### config.mk
export PLATFORM = sky130hd
export DESIGN_NAME = paced_dt_tx
export DESIGN_NICKNAME = d
export VERILOG_FILES = /design/src/rtl/paced_dt_tx.sv
export SDC_FILE = /design/constraint.sdc
export NUM_CORES = 1
export LEC_CHECK = 0
export ABC_AREA = 1
export BUFFER_PORTS_ARGS = -buffer_cell sky130_fd_sc_hd__buf_2
export CAP_MARGIN = 20
export CORE_MARGIN = 2
export CORE_UTILIZATION = 55
export CTS_BUF_LIST = sky130_fd_sc_hd__clkbuf_8 sky130_fd_sc_hd__clkbuf_16
export DETAILED_ROUTE_END_ITERATION = 7
export GPL_TIMING_DRIVEN = 0
export PLACE_DENSITY = 0.72
export SYNTH_ARGS = -nofsm -noshare
export SYNTH_HDL_FRONTEND = slang
export SYNTH_SLANG_ARGS = --single-unit
### constraint.sdc
create_clock -name clk -period 2.05 [get_ports clk]
set_clock_uncertainty 0.15 [all_clocks]
set_input_delay 0.1025 -clock clk [delete_from_list [all_inputs] [get_ports clk]]
set_output_delay 0.1025 -clock clk [all_outputs]
set_load 0.01 [all_outputs]
### src/rtl/paced_dt_tx.sv
module paced_dt_tx #(
  parameter logic [31:0] POLY   = 32'h04C11DB7,
  parameter logic [31:0] PRESET = 32'hFFFF_FFFF
) (
  input  logic       clk,
  input  logic       rst_n,
  input  logic       tick,
  input  logic       s_valid,
  output logic       s_ready,
  input  logic [7:0] s_data,
  input  logic       s_sof,
  input  logic       s_eof,
  output logic [7:0] bus_data,
  output logic       bus_par,
  output logic       bus_p1,
  output logic       bus_req,
  output logic [9:0] bus_boost
);

  typedef enum logic [1:0] {ST_IDLE, ST_DATA, ST_PAD, ST_CRC} st_t;

  st_t         st;
  logic [1:0]  idx;
  logic        early;
  logic [31:0] crc;
  logic [7:0]  nb;

  wire idle = (st == ST_IDLE);
  assign s_ready = rst_n && tick && (idle || st == ST_DATA);
  wire take = s_ready && s_valid;
  wire emit = (take && (!idle || s_sof)) || (tick && (st == ST_PAD || st == ST_CRC));

  always_comb begin
    case (st)
      ST_PAD:  nb = 8'h00;
      ST_CRC:  nb = crc[31:24];
      default: nb = s_data;
    endcase
  end

  wire [1:0] k       = idle ? 2'd0 : idx;
  wire       early_k = idle || early;
  wire       p1_flip = !early_k && !k[0];
  wire       nxt_par = ~^nb;
  wire [31:0] seed   = idle ? PRESET : crc;

  function automatic logic [31:0] crc_step(input logic [31:0] c, input logic [7:0] b);
    logic [31:0] r;
    r = c ^ {b, 24'h0};
    for (int i = 0; i < 8; i++) r = r[31] ? ((r << 1) ^ POLY) : (r << 1);
    return r;
  endfunction

  always_ff @(posedge clk) begin
    if (!rst_n) begin
      st <= ST_IDLE;
      idx <= 2'd0;
      early <= 1'b0;
      crc <= '0;
      bus_data <= '0;
      bus_par <= 1'b0;
      bus_p1 <= 1'b0;
      bus_req <= 1'b0;
      bus_boost <= '0;
    end else if (emit) begin
      bus_data  <= nb;
      bus_par   <= nxt_par;
      bus_req   <= ~bus_req;
      bus_p1    <= bus_p1 ^ p1_flip;
      bus_boost <= {1'b1, nxt_par ^ bus_par, nb ^ bus_data};
      idx       <= k + 2'd1;
      early     <= early_k && (k == 2'd0);
      crc       <= (st == ST_CRC) ? {crc[23:0], 8'h00} : crc_step(seed, nb);
      case (st)
        ST_IDLE, ST_DATA: if (s_eof) st <= (k == 2'd3) ? ST_CRC : ST_PAD;
                          else       st <= ST_DATA;
        ST_PAD:           if (k == 2'd3) st <= ST_CRC;
        default:          if (k == 2'd3) st <= ST_IDLE;
      endcase
    end
  end

  p_par_odd_r3: assert property (@(posedge clk) disable iff (!rst_n)
    !$stable(bus_req) |-> (^{bus_data, bus_par}) == 1'b1);

  p_req_moves_r3: assert property (@(posedge clk) disable iff (!rst_n)
    (take && st == ST_DATA) |=> !$stable(bus_req));

  p_hold_r10: assert property (@(posedge clk) disable iff (!rst_n)
    !tick |=> ($stable(bus_data) && $stable(bus_req) && $stable(bus_p1)));

  p_no_ready_r2: assert property (@(posedge clk) disable iff (!rst_n)
    (take && st == ST_DATA && s_eof) |=> !s_ready);

  p_p1_held_r4: assert property (@(posedge clk) disable iff (!rst_n)
    (emit && idle) |=> $stable(bus_p1));

  p_boost_req_r6: assert property (@(posedge clk) disable iff (!rst_n)
    !$stable(bus_req) |-> (bus_boost[9] && bus_boost[7:0] == (bus_data ^ $past(bus_data))));

  p_boost_hold_r6: assert property (@(posedge clk) disable iff (!rst_n)
    $stable(bus_req) |-> $stable(bus_boost));

endmodule

==> impl_results.md <==
* Slew @ Worst Pin at 692 ps
* Setup CP Type: reg -> reg
* Pre-Repair DR Iteration Count at 8
* Reg-to-reg startpoint: st[1]
* Hold WS at -25.1 ps
* Setup TNS at -1360 ps
* Final core occ at 81.5%
* Total global-route track usage at 33.6%
* Port Buffers at 35
* Final #Nets at 708
* Synth Flop Type: dfxtp_1
* Worst Hold Endpoint: st[1]
* Total number of vias at 4731
* R2R Setup Slk at -190 ps
* Post-synth top area cell: dfxtp_1
* Power Density at between 600 and 700 mW/mm^2
* Peak per-stage delay on the critical path at 340 ps
* Syn Nets at 598
* RSZ-0062 raised after global routing: true
* Crit-path max FO at 7
* Setup slack after layout at -192 ps
* Routed wire length at 14.8 mm
* Final ANT Viol Nets at 0
* Htree depth at 3
* Max-Cap Viols at 0
* DP HPWL at just over 8 mm
* Initial DRC count at 598
* Yosys warning count at 0
* Library cells used by synthesis at 36
* CTS tree: built
* Worst slew margin at roughly 54%
* Final critical-path share of the clock period at 109%
* Crit path required time at 2140 ps
* # setup viols final at 23
* Synthesized instance count at 582
* CP Cell Sequence: buf_12, nor2_4, buf_6, nor2_2, nand2_1, nand2_2, nand2_1, nand2_4, nand2_2, nand2_4, xor2_1, o21bai_1, inv_1
* Dominant cells by area after synthesis: dfxtp_1 (30%), nand2_1 (16%), o21ai_0 (5.8%)
* Layout cells sized above 1 at 36.6%
* Total gr overflow at 0
* Synth async-reset ratio at 0%
* Kind of end point of the critical path: register
* Min cycle time layout at 2240 ps
* Vias per inst at about 6.0
* Yosys top cell area share at 29.9%
* Hold/Removal Path Class: in -> reg
* Vias in the first global route at 3926
* Final slew viol count at 0
* Bufs on Longest Clock Path at 2
* Largest net degree at the start of global routing at 11
* Avg WL per Cell at 18.7 um
* Crit path buffers/inverters at 3
* Avg Cell Area, Syn at 6.67 sq um
* Top Family by Delay on Critical Path: simple AND/OR/NAND/NOR gates
* Post-synth EDFFs at 0
* Die width at 88.0 um
* Initial antenna violation count at 0
* Worst-skew pair later-pin latency at 350 ps
* Num Clock Sinks at 58
* Seq cells post-synth at between 50 and 60
* Outcome: finished with violations
* Post-Layout Cell Count at 793
* Ports at 36
* Leak pwr at 0.00267 uW
* Sequential element share of the synthesized area at ~30%
* Hold depth at 5
* First-pass GRT wire length at around 20 mm
* Die height at 88.0 um
* Core footprint at just under 0.007 sq mm
* Worst setup SP type: register
* Total clock buffers created by CTS at 9
* Placed instance count at 713
* Hold_sp: s_valid
* Starting Density at 57.1%
* R2R Path End: crc[24]
* Violated checks: hold timing, setup timing
* Gpl congestion at between 0.9 and 1
* Residual DRC at 0
* Clock slew at reported path FFs at 70 ps
* # rows at 30
* Crit-path slowest cell: dfxtp_2
* FF-to-FF path depth at 13
* Mapped Area at 0.00388 sq mm
* CP Data Arrival Time at 2330 ps
* Total die area at 0.00774 sq mm
* # diodes at 0
* Achievable frequency at 446 MHz
* Root buffer cell: clkbuf_8
* Worst vdd ir at 384 uV
* Layout area overhead at 42.6%
* Total chip power at 3860 uW
* Endpoints failing hold at 1
-- power breakdown --
| part | switching (uW) | leakage [uW] | total, uW | internal [uW] |
|---|---|---|---|---|
| combinational | 994 | 0.00211 | 1670 | 671 |
| sequential | 45.7 | 0.000473 | 1240 | 1190 |
| clock | 503 | 0.0000892 | 963 | 460 |
-- synth_stat cells, types with 4 or more instances --
cell      count
a31oi_1       6
nand3_1      33
clkbuf_1     13
dfxtp_1      58
a21oi_1      37
nand2_2      29
o21ai_0      45
xnor2_1      21
inv_2         4
nand2_4       8
inv_1        43
nand4_1       4
buf_6         5
buf_2         4
nand2_1     170
nor2_1       43
xor2_1       23
-- layer usage --
layer | track usage (%) | part of all wire [%]
met5 | 0 | 0
met3 | 6.79 | 13
met4 | 11.5 | 5.3
met1 | 45.1 | 37
met2 | 54.1 | 45
-- sequential cells by signal (all words and copies together) (netlist names) --
name / cells
bus_boost: 10
bus_data: 8
bus_p1: 1
bus_par: 1
bus_req: 1
crc: 32
early: 1
idx: 2
st: 2
-- cell type report --
type / count / area (sq um)
inverter: 49 / 215
multi-input combinational: 450 / 2840
tap: 96 / 120
clock buffer: 10 / 138
buffer: 26 / 235
sequential: 58 / 1160
timing repair buffer: 98 / 791
clock inverter: 6 / 33.8
fill: 420 / 1260
-- worst max-delay path by stage --
| stage | start | endpoint | cells after the start |
|---|---|---|---|
| 6_report | st[1] | crc[24] | 13 |
| 4_1_cts | st[0] | crc[23] | 11 |
| 5_1_grt | st[1] | crc[24] | 13 |
| 2_1_floorplan | st[1] | crc[26] | 14 |
| 3_3_place_gp | st[0] | crc[13] | 11 |
| 3_5_place_dp | st[0] | crc[27] | 10 |
-- what timing repair did --
| item | in CTS | in global routing |
|---|---|---|
| resized for setup | 46 | 121 |
| gates cloned | 1 | 2 |
| buffers inserted | 24 | 30 |
| hold endpoints to repair | 8 | 0 |
| hold buffers | 7 | 0 |
| pin swaps | 17 | 39 |
| setup endpoints to repair | 51 | 54 |
-- through the flow --
step	area [sq um]	setup WS, ps
2_1_floorplan	3880	235
3_3_place_gp	4180	-198
3_5_place_dp	4180	-282
4_1_cts	4820	-24.3
5_1_grt	5530	-219
6_report	5530	-192
-- cells in the final DEF, fill, tap and decap left out, types with 16 or more instances in the layout --
| cell type | Yosys | routed |
|---|---|---|
| xnor2_1 | 21 | 16 |
| nand2_2 | 29 | 47 |
| buf_2 | 4 | 38 |
| nand3_1 | 33 | 30 |
| nand2_4 | 8 | 29 |
| inv_1 | 43 | 42 |
| buf_4 | 0 | 40 |
| dfxtp_1 | 58 | 56 |
| nor2_1 | 43 | 40 |
| o21ai_0 | 45 | 40 |
| a21oi_1 | 37 | 35 |
| nand2_1 | 170 | 129 |
-- kinds of logic (layout without fill, tap and decap cells) --
kind of cell               count (synthesis)  in the layout  synth area share (%)
DFF                                       58             58                  29.9
adders and majority gates                  2              2                 0.645
and+or+nand+nor                          295            296                  34.7
buffers and inverters                     75            189                  8.71
xor gates and xnor gates                  46             46                  10.8
AOI/OAI and AO/OA                        106            106                  15.3
-- worst reg2reg max path, cell delays in order, from the launching register on --
cell and delay [ps]:
dfxtp_2 340, buf_12 150, nor2_4 200, buf_6 150, nor2_2 40, nand2_1 80
nand2_2 90, nand2_1 130, nand2_4 110, nand2_2 150, nand2_4 100, xor2_1 180
o21bai_1 190, inv_1 70
Note: power is estimated with default switching activity, not from simulation.
